[config.mk]
export PLATFORM = sky130hd
export DESIGN_NAME = reg_rename
export DESIGN_NICKNAME = d
export VERILOG_FILES = /design/src/rtl/rn_pkg.sv /design/src/rtl/rn_free_list.sv /design/src/rtl/rn_map_table.sv /design/src/rtl/rn_dep_check.sv /design/src/rtl/reg_rename.sv
export SDC_FILE = /design/constraint.sdc
export NUM_CORES = 1
export LEC_CHECK = 0
export BUFFER_PORTS_ARGS = -buffer_cell sky130_fd_sc_hd__buf_2
export CORE_MARGIN = 5
export CORE_UTILIZATION = 38
export CTS_BUF_LIST = sky130_fd_sc_hd__clkbuf_4
export CTS_CLUSTER_SIZE = 28
export DETAILED_ROUTE_END_ITERATION = 10
export MAX_ROUTING_LAYER = met4
export PLACE_DENSITY = 0.62
export SYNTH_ARGS = -nofsm -noshare
export SYNTH_HDL_FRONTEND = slang
export SYNTH_HIERARCHICAL = 1
export SYNTH_SLANG_ARGS = --single-unit
export TNS_END_PERCENT = 100
[constraint.sdc]
create_clock -name clk_i -period 3.63 [get_ports clk_i]
set_input_delay 0.726 -clock clk_i [delete_from_list [all_inputs] [get_ports clk_i]]
set_output_delay 0.726 -clock clk_i [all_outputs]
set_load 0.02 [all_outputs]
[src/rtl/rn_pkg.sv]
package rn_pkg;
  localparam int unsigned DEF_LOG   = 6;
  localparam int unsigned DEF_PHYS  = 10;
  localparam int unsigned DEF_WIDTH = 2;
  localparam int unsigned DEF_CKPT  = 2;
endpackage

[src/rtl/rn_free_list.sv]
module rn_free_list #(
  parameter int unsigned DEPTH     = 10,
  parameter int unsigned WIDTH     = 2,
  parameter int unsigned PW        = 4,
  parameter int unsigned INIT_BASE = 6,
  parameter int unsigned INIT_CNT  = 4,
  localparam int unsigned IW = $clog2(DEPTH),
  localparam int unsigned CW = $clog2(DEPTH + 1),
  localparam int unsigned NW = $clog2(WIDTH + 1)
) (
  input  logic                      clk_i,
  input  logic                      rst_ni,
  input  logic [NW-1:0]             pop_cnt_i,
  output logic [WIDTH-1:0][PW-1:0]  pop_pd_o,
  output logic [CW-1:0]             free_cnt_o,
  output logic [IW:0]               head_nxt_o,
  input  logic [WIDTH-1:0]          push_i,
  input  logic [WIDTH-1:0][PW-1:0]  push_pd_i,
  input  logic                      restore_i,
  input  logic [IW:0]               restore_head_i
);
  logic [DEPTH-1:0][PW-1:0] mem_q;
  logic [IW:0] head_q, tail_q;
  logic [WIDTH-1:0][IW:0] pop_ptr, push_ptr;
  logic [NW-1:0] push_cnt;

  // pointer = {wrap, index}; index wraps at DEPTH
  function automatic logic [IW:0] adv(input logic [IW:0] p, input int unsigned k);
    logic [IW:0] r;
    r = p;
    for (int unsigned i = 0; i < WIDTH; i++) begin
      if (i < k) begin
        if (r[IW-1:0] == IW'(DEPTH - 1)) r = {~r[IW], {IW{1'b0}}};
        else r = r + 1'b1;
      end
    end
    return r;
  endfunction

  always_comb begin
    int unsigned pc;
    pc = 0;
    for (int unsigned j = 0; j < WIDTH; j++) begin
      pop_ptr[j]  = adv(head_q, j);
      pop_pd_o[j] = mem_q[pop_ptr[j][IW-1:0]];
      push_ptr[j] = adv(tail_q, pc);
      if (push_i[j]) pc = pc + 1;
    end
    push_cnt   = NW'(pc);
    head_nxt_o = adv(head_q, int'(pop_cnt_i));
  end

  always_comb begin
    int unsigned c;
    if (head_q[IW] == tail_q[IW]) c = int'(tail_q[IW-1:0]) - int'(head_q[IW-1:0]);
    else c = DEPTH - int'(head_q[IW-1:0]) + int'(tail_q[IW-1:0]);
    free_cnt_o = CW'(c);
  end

  always_ff @(posedge clk_i or negedge rst_ni) begin
    if (!rst_ni) begin
      for (int unsigned i = 0; i < DEPTH; i++)
        mem_q[i] <= (i < INIT_CNT) ? PW'(INIT_BASE + i) : '0;
      head_q <= '0;
      tail_q <= {1'b0, IW'(INIT_CNT)};
    end else begin
      for (int unsigned j = 0; j < WIDTH; j++)
        if (push_i[j]) mem_q[push_ptr[j][IW-1:0]] <= push_pd_i[j];
      tail_q <= adv(tail_q, int'(push_cnt));
      head_q <= restore_i ? restore_head_i : head_nxt_o;
    end
  end

  a_r6_no_underflow: assert property (@(posedge clk_i) disable iff (!rst_ni)
    int'(pop_cnt_i) <= int'(free_cnt_o));
  a_r8_no_overflow: assert property (@(posedge clk_i) disable iff (!rst_ni)
    int'(free_cnt_o) <= DEPTH);
  a_r8_count_tracks: assert property (@(posedge clk_i) disable iff (!rst_ni)
    !restore_i |=> int'(free_cnt_o) ==
      int'($past(free_cnt_o)) - int'($past(pop_cnt_i)) + int'($past(push_cnt)));
endmodule

[src/rtl/rn_map_table.sv]
module rn_map_table #(
  parameter int unsigned NLOG  = 6,
  parameter int unsigned WIDTH = 2,
  parameter int unsigned PW    = 4,
  parameter int unsigned NCKPT = 2,
  parameter int unsigned HW    = 5,
  localparam int unsigned LW = $clog2(NLOG),
  localparam int unsigned KW = (NCKPT > 1) ? $clog2(NCKPT) : 1
) (
  input  logic                     clk_i,
  input  logic                     rst_ni,
  input  logic [WIDTH-1:0]         wr_en_i,
  input  logic [WIDTH-1:0][LW-1:0] wr_ld_i,
  input  logic [WIDTH-1:0][PW-1:0] wr_pd_i,
  input  logic                     save_i,
  input  logic [KW-1:0]            save_id_i,
  input  logic [HW-1:0]            save_head_i,
  input  logic                     restore_i,
  input  logic [KW-1:0]            restore_id_i,
  output logic [NLOG-1:0][PW-1:0]  map_o,
  output logic [HW-1:0]            ckpt_head_o
);
  logic [NLOG-1:0][PW-1:0] map_q, map_nxt, ckpt_sel;
  logic [NCKPT-1:0][NLOG-1:0][PW-1:0] ckpt_q;
  logic [NCKPT-1:0][HW-1:0] ckpt_head_q;

  // later slot overrides earlier one on same logical register
  always_comb begin
    map_nxt = map_q;
    for (int unsigned j = 0; j < WIDTH; j++)
      for (int unsigned i = 0; i < NLOG; i++)
        if (wr_en_i[j] && wr_ld_i[j] == LW'(i)) map_nxt[i] = wr_pd_i[j];
  end

  assign ckpt_sel    = ckpt_q[restore_id_i];
  assign ckpt_head_o = ckpt_head_q[restore_id_i];
  assign map_o       = map_q;

  always_ff @(posedge clk_i or negedge rst_ni) begin
    if (!rst_ni) begin
      for (int unsigned i = 0; i < NLOG; i++) begin
        map_q[i] <= PW'(i);
        for (int unsigned k = 0; k < NCKPT; k++) ckpt_q[k][i] <= PW'(i);
      end
      ckpt_head_q <= '0;
    end else if (restore_i) begin
      map_q <= ckpt_sel;
    end else begin
      map_q <= map_nxt;
      if (save_i) begin
        ckpt_q[save_id_i]      <= map_nxt;
        ckpt_head_q[save_id_i] <= save_head_i;
      end
    end
  end

  a_r9_restore_map: assert property (@(posedge clk_i) disable iff (!rst_ni)
    restore_i |=> map_o == $past(ckpt_sel));
endmodule

[src/rtl/rn_dep_check.sv]
module rn_dep_check #(
  parameter int unsigned NLOG  = 6,
  parameter int unsigned WIDTH = 2,
  parameter int unsigned PW    = 4,
  localparam int unsigned LW = $clog2(NLOG)
) (
  input  logic [NLOG-1:0][PW-1:0]  map_i,
  input  logic [WIDTH-1:0]         valid_i,
  input  logic [WIDTH-1:0][LW-1:0] ls1_i,
  input  logic [WIDTH-1:0][LW-1:0] ls2_i,
  input  logic [WIDTH-1:0][LW-1:0] ld_i,
  input  logic [WIDTH-1:0][PW-1:0] new_pd_i,
  output logic [WIDTH-1:0][PW-1:0] ps1_o,
  output logic [WIDTH-1:0][PW-1:0] ps2_o,
  output logic [WIDTH-1:0][PW-1:0] old_pd_o
);
  function automatic logic [PW-1:0] lookup(input logic [NLOG-1:0][PW-1:0] m,
                                           input logic [LW-1:0] lr);
    logic [PW-1:0] r;
    r = '0;
    for (int unsigned i = 0; i < NLOG; i++) if (lr == LW'(i)) r = m[i];
    return r;
  endfunction

  // youngest earlier slot wins: ascending loop, last match sticks
  always_comb begin
    for (int unsigned j = 0; j < WIDTH; j++) begin
      ps1_o[j]    = lookup(map_i, ls1_i[j]);
      ps2_o[j]    = lookup(map_i, ls2_i[j]);
      old_pd_o[j] = lookup(map_i, ld_i[j]);
      for (int unsigned i = 0; i < WIDTH; i++) begin
        if (i < j && valid_i[i]) begin
          if (ld_i[i] == ls1_i[j]) ps1_o[j]    = new_pd_i[i];
          if (ld_i[i] == ls2_i[j]) ps2_o[j]    = new_pd_i[i];
          if (ld_i[i] == ld_i[j])  old_pd_o[j] = new_pd_i[i];
        end
      end
    end
  end
endmodule

[src/rtl/reg_rename.sv]
module reg_rename #(
  parameter int unsigned NUM_LOG  = rn_pkg::DEF_LOG,
  parameter int unsigned NUM_PHYS = rn_pkg::DEF_PHYS,
  parameter int unsigned WIDTH    = rn_pkg::DEF_WIDTH,
  parameter int unsigned NUM_CKPT = rn_pkg::DEF_CKPT,
  localparam int unsigned LW = $clog2(NUM_LOG),
  localparam int unsigned PW = $clog2(NUM_PHYS),
  localparam int unsigned IW = $clog2(NUM_PHYS),
  localparam int unsigned CW = $clog2(NUM_PHYS + 1),
  localparam int unsigned NW = $clog2(WIDTH + 1),
  localparam int unsigned KW = (NUM_CKPT > 1) ? $clog2(NUM_CKPT) : 1
) (
  input  logic                       clk_i,
  input  logic                       rst_ni,
  input  logic [WIDTH-1:0]           ren_valid_i,
  input  logic [WIDTH-1:0][LW-1:0]   ren_src1_i,
  input  logic [WIDTH-1:0][LW-1:0]   ren_src2_i,
  input  logic [WIDTH-1:0][LW-1:0]   ren_dst_i,
  output logic                       ren_ready_o,
  output logic [WIDTH-1:0][PW-1:0]   ren_psrc1_o,
  output logic [WIDTH-1:0][PW-1:0]   ren_psrc2_o,
  output logic [WIDTH-1:0][PW-1:0]   ren_pdst_o,
  output logic [WIDTH-1:0][PW-1:0]   ren_old_pdst_o,
  input  logic                       ckpt_save_i,
  input  logic [KW-1:0]              ckpt_save_id_i,
  input  logic                       recover_i,
  input  logic [KW-1:0]              recover_id_i,
  input  logic [WIDTH-1:0]           cmt_valid_i,
  input  logic [WIDTH-1:0][LW-1:0]   cmt_dst_i,
  input  logic [WIDTH-1:0][PW-1:0]   cmt_pdst_i,
  input  logic [WIDTH-1:0][PW-1:0]   cmt_old_pdst_i,
  output logic [NUM_LOG-1:0][PW-1:0] arch_map_o
);
  logic [NW-1:0] need;
  logic [WIDTH-1:0][NW-1:0] prefix;
  logic [CW-1:0] free_cnt;
  logic [IW:0] head_nxt, ckpt_head;
  logic [WIDTH-1:0][PW-1:0] pop_pd;
  logic [NUM_LOG-1:0][PW-1:0] spec_map;
  logic fire;
  logic [WIDTH-1:0] wr_en;
  logic [NUM_LOG-1:0][PW-1:0] arch_q;

  always_comb begin
    need = '0;
    for (int unsigned j = 0; j < WIDTH; j++) begin
      prefix[j] = need;
      need = need + NW'(ren_valid_i[j]);
    end
  end

  assign ren_ready_o = !recover_i && (int'(free_cnt) >= int'(need));
  assign fire        = ren_ready_o && |ren_valid_i;
  assign wr_en       = ren_valid_i & {WIDTH{fire}};

  always_comb begin
    for (int unsigned j = 0; j < WIDTH; j++) begin
      ren_pdst_o[j] = '0;
      for (int unsigned k = 0; k < WIDTH; k++)
        if (prefix[j] == NW'(k)) ren_pdst_o[j] = pop_pd[k];
    end
  end

  rn_free_list #(
    .DEPTH(NUM_PHYS), .WIDTH(WIDTH), .PW(PW),
    .INIT_BASE(NUM_LOG), .INIT_CNT(NUM_PHYS - NUM_LOG)
  ) i_free_list (
    .clk_i, .rst_ni,
    .pop_cnt_i(fire ? need : '0),
    .pop_pd_o(pop_pd),
    .free_cnt_o(free_cnt),
    .head_nxt_o(head_nxt),
    .push_i(cmt_valid_i),
    .push_pd_i(cmt_old_pdst_i),
    .restore_i(recover_i),
    .restore_head_i(ckpt_head)
  );

  rn_map_table #(
    .NLOG(NUM_LOG), .WIDTH(WIDTH), .PW(PW), .NCKPT(NUM_CKPT), .HW(IW + 1)
  ) i_map_table (
    .clk_i, .rst_ni,
    .wr_en_i(wr_en),
    .wr_ld_i(ren_dst_i),
    .wr_pd_i(ren_pdst_o),
    .save_i(ckpt_save_i),
    .save_id_i(ckpt_save_id_i),
    .save_head_i(head_nxt),
    .restore_i(recover_i),
    .restore_id_i(recover_id_i),
    .map_o(spec_map),
    .ckpt_head_o(ckpt_head)
  );

  rn_dep_check #(.NLOG(NUM_LOG), .WIDTH(WIDTH), .PW(PW)) i_dep_check (
    .map_i(spec_map),
    .valid_i(ren_valid_i),
    .ls1_i(ren_src1_i),
    .ls2_i(ren_src2_i),
    .ld_i(ren_dst_i),
    .new_pd_i(ren_pdst_o),
    .ps1_o(ren_psrc1_o),
    .ps2_o(ren_psrc2_o),
    .old_pd_o(ren_old_pdst_o)
  );

  // committed map: higher retire slot wins
  always_ff @(posedge clk_i or negedge rst_ni) begin
    if (!rst_ni) begin
      for (int unsigned i = 0; i < NUM_LOG; i++) arch_q[i] <= PW'(i);
    end else begin
      for (int unsigned j = 0; j < WIDTH; j++)
        for (int unsigned i = 0; i < NUM_LOG; i++)
          if (cmt_valid_i[j] && cmt_dst_i[j] == LW'(i)) arch_q[i] <= cmt_pdst_i[j];
    end
  end
  assign arch_map_o = arch_q;

  logic dup_pd, stale_pd;
  always_comb begin
    dup_pd = 1'b0;
    stale_pd = 1'b0;
    for (int unsigned j = 0; j < WIDTH; j++) begin
      for (int unsigned i = 0; i < WIDTH; i++)
        if (i < j && wr_en[i] && wr_en[j] && ren_pdst_o[i] == ren_pdst_o[j]) dup_pd = 1'b1;
      for (int unsigned i = 0; i < NUM_LOG; i++)
        if (wr_en[j] && spec_map[i] == ren_pdst_o[j]) stale_pd = 1'b1;
    end
  end

  a_r3_distinct_pdst: assert property (@(posedge clk_i) disable iff (!rst_ni)
    fire |-> !dup_pd);
  a_r3_fresh_pdst: assert property (@(posedge clk_i) disable iff (!rst_ni)
    fire |-> !stale_pd);
  a_r9_no_rename_on_recover: assert property (@(posedge clk_i) disable iff (!rst_ni)
    recover_i |-> !fire);
endmodule

==> impl_metrics.csv <==
group,metric,value,unit
critical_path,timing.setup.critical_path_class,"reg2reg",
sta,timing.clock.skew,29.2,ps
critical_path,path_depth,18,
critical_path,worstPathBufferInverterCount,6,
sta,rsz0062_at_grt,"true",
critical_path,critical-path-max-stage-delay,450,ps
drt,post-route-drc-count,0,
drt,detailedRoute.firstIterationViolations,785,
sta,max_freq,275,MHz
critical_path,cp_slowest_cell,"sky130_fd_sc_hd__dfrtp_1",
drt,drt-vias-per-instance,5.83,
drt,postRouteWirelength,33100,µm
drt,routedWlPerCell,20.4,µm
layout,share_of_final_layout_standard_cells_stronger_than_drive_strength_1,31.0,%
sta,slew_viol_final,0,
sta,worst_tran_pin_value,1110,ps
sta,worst_slack,-9.72,ps
yosys,yosysWarningCount,6,
placed_design,placement.cell_area,0.0117,mm²
placed_design,place_worst_setup_slack,-38.7,ps
placed_design,place.detailed.hpwl,22500,µm
layout,post-route-util,43.8,%
yosys,synth_cell_types,70,
drt,vias,9456,
yosys,netlist_top_cells_count,"sky130_fd_sc_hd__mux2i_1, sky130_fd_sc_hd__nand2_1, sky130_fd_sc_hd__dfrtp_1",
yosys,async_sr_flop_fraction,100,%
clocking,clockBufferDepth,2,
critical_path,worstPathArrival,4090,ps
sta,report.final.hold_viol_count,0,
yosys,ranking_of_synthesized_cells_by_area,"sky130_fd_sc_hd__dfrtp_1, sky130_fd_sc_hd__mux2i_1, sky130_fd_sc_hd__dfstp_2, sky130_fd_sc_hd__mux2_2, sky130_fd_sc_hd__nand2_1",
grt,via_count_of_the_first_global_routing_pass,8963,
run,max_cap_viol_count,0,
layout,nets,1283,
sta,fin_hold_ws,127,ps
yosys,synth_area,0.0109,mm²
critical_path,ff2ff_path_depth,18,
sta,tns,-11.0,ps
drt,ant_nets,0,
sta,final-setup-viol-count,2,
yosys,synth-seq-cells,156,
clocking,clock_tree.htree_level_count,4,
sta,finalCritPeriodShare,100,%
clocking,clock_sink_count,156,
pwr,power_density,781,mW/mm²
die,io_pins,107,
critical_path,crit_family,"buffers and inverters",
yosys,synth_ff_type,"sky130_fd_sc_hd__dfrtp_1",
yosys,largest_area_contributor_in_the_synthesized_netlist,"sky130_fd_sc_hd__dfrtp_1",
die,die-width,179,µm
yosys,postSynthNetCount,1185,
die,die_h,179,µm
clocking,cts_inserted_buffers,17,
layout,layout-area-overhead-vs-synth,14.4,%
pwr,total_leakage_power,5.35,nW
critical_path,worstPathCellList,"inv_2 -> ha_4 -> inv_2 -> ha_4 -> inv_2 -> fa_2 -> xnor2_1 -> nand2_1 -> o31ai_2 -> xnor2_1 -> a2111oi_4 -> buf_4 -> nor4_4 -> buf_4 -> nor4bb_2 -> buf_4 -> mux2i_4 -> o211ai_1",
worst_hold_path,holdCritPathClass,"in2async",
die,coreArea,0.0285,mm²
grt,maximum_number_of_pins_on_one_net_before_global_route_repair,69,
die,num_rows,62,
critical_path,crit_path_start_kind,"register",
status,run_status,"complete, but fails checks",
clocking,cts-root-buf,"sky130_fd_sc_hd__clkbuf_4",
yosys,netlist.area_leader.share,27.3,%
grt,grt.total_usage,21.0,%
placed_design,port_buffers,106,
yosys,yosys.cell_count.top_type,"sky130_fd_sc_hd__mux2i_1",
sta,final.min_clock_period,3640,ps
sta,slew_headroom,24.8,%
pwr,ir_worst_vdd,0.363,mV
layout,post-route-cell-area,0.0125,mm²
yosys,synth.avg_cell_area,9.69,µm²
clocking,cts_tree,"built",
critical_path,critPathRequiredTime,4080,ps
drt,first_pass_iters,5,
critical_path,timing.critical_path.fanout_max,5,
die,floorplan.initialDensity,38.3,%
yosys,syn_inst_count,1124,
die,design.die.area,0.0322,mm²
grt,overflow,0,
placed_design,gp_congestion,0.892,
grt,antenna_found_initial,2,
yosys,ys_seq_area_share,36.3,%
clocking,clkTransAtPathRegs,140,ps
clocking,cts-hold-fix-buffers,0,
yosys,synth_enable_flop_cells,0,
critical_path,worstSetupEndpointType,"register",
status,failing_checks,"setup timing",
clocking,clk_latency,580,ps
grt,first_pass_grt_wire_length,51600,µm
[per-stage QoR]
stage,power [mW],std cells
2_1_floorplan,6.28,1124
3_3_place_gp,7.94,1563
3_5_place_dp,7.98,1563
4_1_cts,9.29,1601
5_1_grt,10.3,1621
6_report,9.74,1621
[area by class of cell]
class                   count  area (µm²)
inverters                  27         101
flip-flops and latches    156        3950
clock buffers              18         135
diodes                      2        5.00
multi-input cells         857        6640
well taps                 384         480
repair buffers            163         991
clock inverters            14         165
fillers                  2765       16000
[sequential cells by signal (all words and copies together) (netlist names)]
register                 cells
i_free_list/tail_q           5
i_map_table/map_o           24
i_free_list/mem_q           40
arch_map_o                  24
i_map_table/ckpt_q          48
i_map_table/ckpt_head_q     10
i_free_list/head_q           5
[power breakdown]
group | total (mW) | leakage (nW) | switching (mW) | internal, mW
clock | 1.16 | 0.163 | 0.671 | 0.486
sequential | 3.10 | 1.84 | 0.646 | 2.46
combinational | 5.48 | 3.35 | 3.14 | 2.34
total | 9.74 | 5.35 | 4.46 | 5.28
[path summary, 6_finish.rpt]
path / startpoint / to / slack (ps)
min: rst_ni / arch_map_o[7] / 130
max in group asynchronous: rst_ni / i_map_table/map_o[18] / 2640
max: i_free_list/head_q[1] / i_map_table/ckpt_q[19] / -10
min in group clk_i: cmt_pdst_i[6] / arch_map_o[18] / 410
min reg2reg: i_map_table/ckpt_head_q[7] / i_map_table/ckpt_head_q[7] / 490
max reg2reg: i_free_list/head_q[1] / i_map_table/ckpt_q[19] / -10
[repair_timing]
item,in CTS,in global routing
endpoints found under the setup margin,21,82
pin swaps,7,25
gates cloned,0,0
resized for setup,11,49
buffers inserted,6,18
[worst reg2reg max path: stages (launching register included)]
cell                        delay, ps
sky130_fd_sc_hd__dfrtp_1          450
sky130_fd_sc_hd__inv_2            100
sky130_fd_sc_hd__ha_4             200
sky130_fd_sc_hd__inv_2             60
sky130_fd_sc_hd__ha_4             120
sky130_fd_sc_hd__inv_2             30
sky130_fd_sc_hd__fa_2             350
sky130_fd_sc_hd__xnor2_1          130
sky130_fd_sc_hd__nand2_1           80
sky130_fd_sc_hd__o31ai_2           70
sky130_fd_sc_hd__xnor2_1          260
sky130_fd_sc_hd__a2111oi_4         60
sky130_fd_sc_hd__buf_4            160
sky130_fd_sc_hd__nor4_4           300
sky130_fd_sc_hd__buf_4            200
sky130_fd_sc_hd__nor4bb_2         310
sky130_fd_sc_hd__buf_4            260
sky130_fd_sc_hd__mux2i_4          290
sky130_fd_sc_hd__o211ai_1         110
[placed cells by master, fill, tap and decap left out, types with 23 or more instances in the layout]
master	synthesis	final
sky130_fd_sc_hd__a22o_1	24	24
sky130_fd_sc_hd__mux2_2	67	64
sky130_fd_sc_hd__a21oi_1	78	72
sky130_fd_sc_hd__nand3_1	66	66
sky130_fd_sc_hd__buf_2	33	104
sky130_fd_sc_hd__inv_1	27	24
sky130_fd_sc_hd__nor2_1	61	61
sky130_fd_sc_hd__buf_4	9	55
sky130_fd_sc_hd__nand2b_1	23	23
sky130_fd_sc_hd__mux2i_1	130	111
sky130_fd_sc_hd__o21ai_0	27	27
sky130_fd_sc_hd__o211ai_1	53	53
sky130_fd_sc_hd__nand2_1	128	128
sky130_fd_sc_hd__dfrtp_1	119	119
sky130_fd_sc_hd__dfstp_2	37	37
[cell families after synthesis]
family | synth area share, %
buf+inv | 5.58
xor+xnor | 1.85
flops | 36.3
mux | 21.8
compound gates | 15.5
fa+ha+maj | 1.40
simple gates | 17.7
[per-layer routing]
metal / track usage (%) / part of all wire [%] / routed length, µm / vias up
met5: - / 0 / 0 / -
li1: - / - / - / 4340
met1: 29.2 / 45 / 14900 / 4656
met2: 31.3 / 45 / 15000 / 398
met4: 6.16 / 2.0 / 673 / 0
met3: 4.15 / 7.7 / 2560 / 62
(Power assumes the default switching activity.)
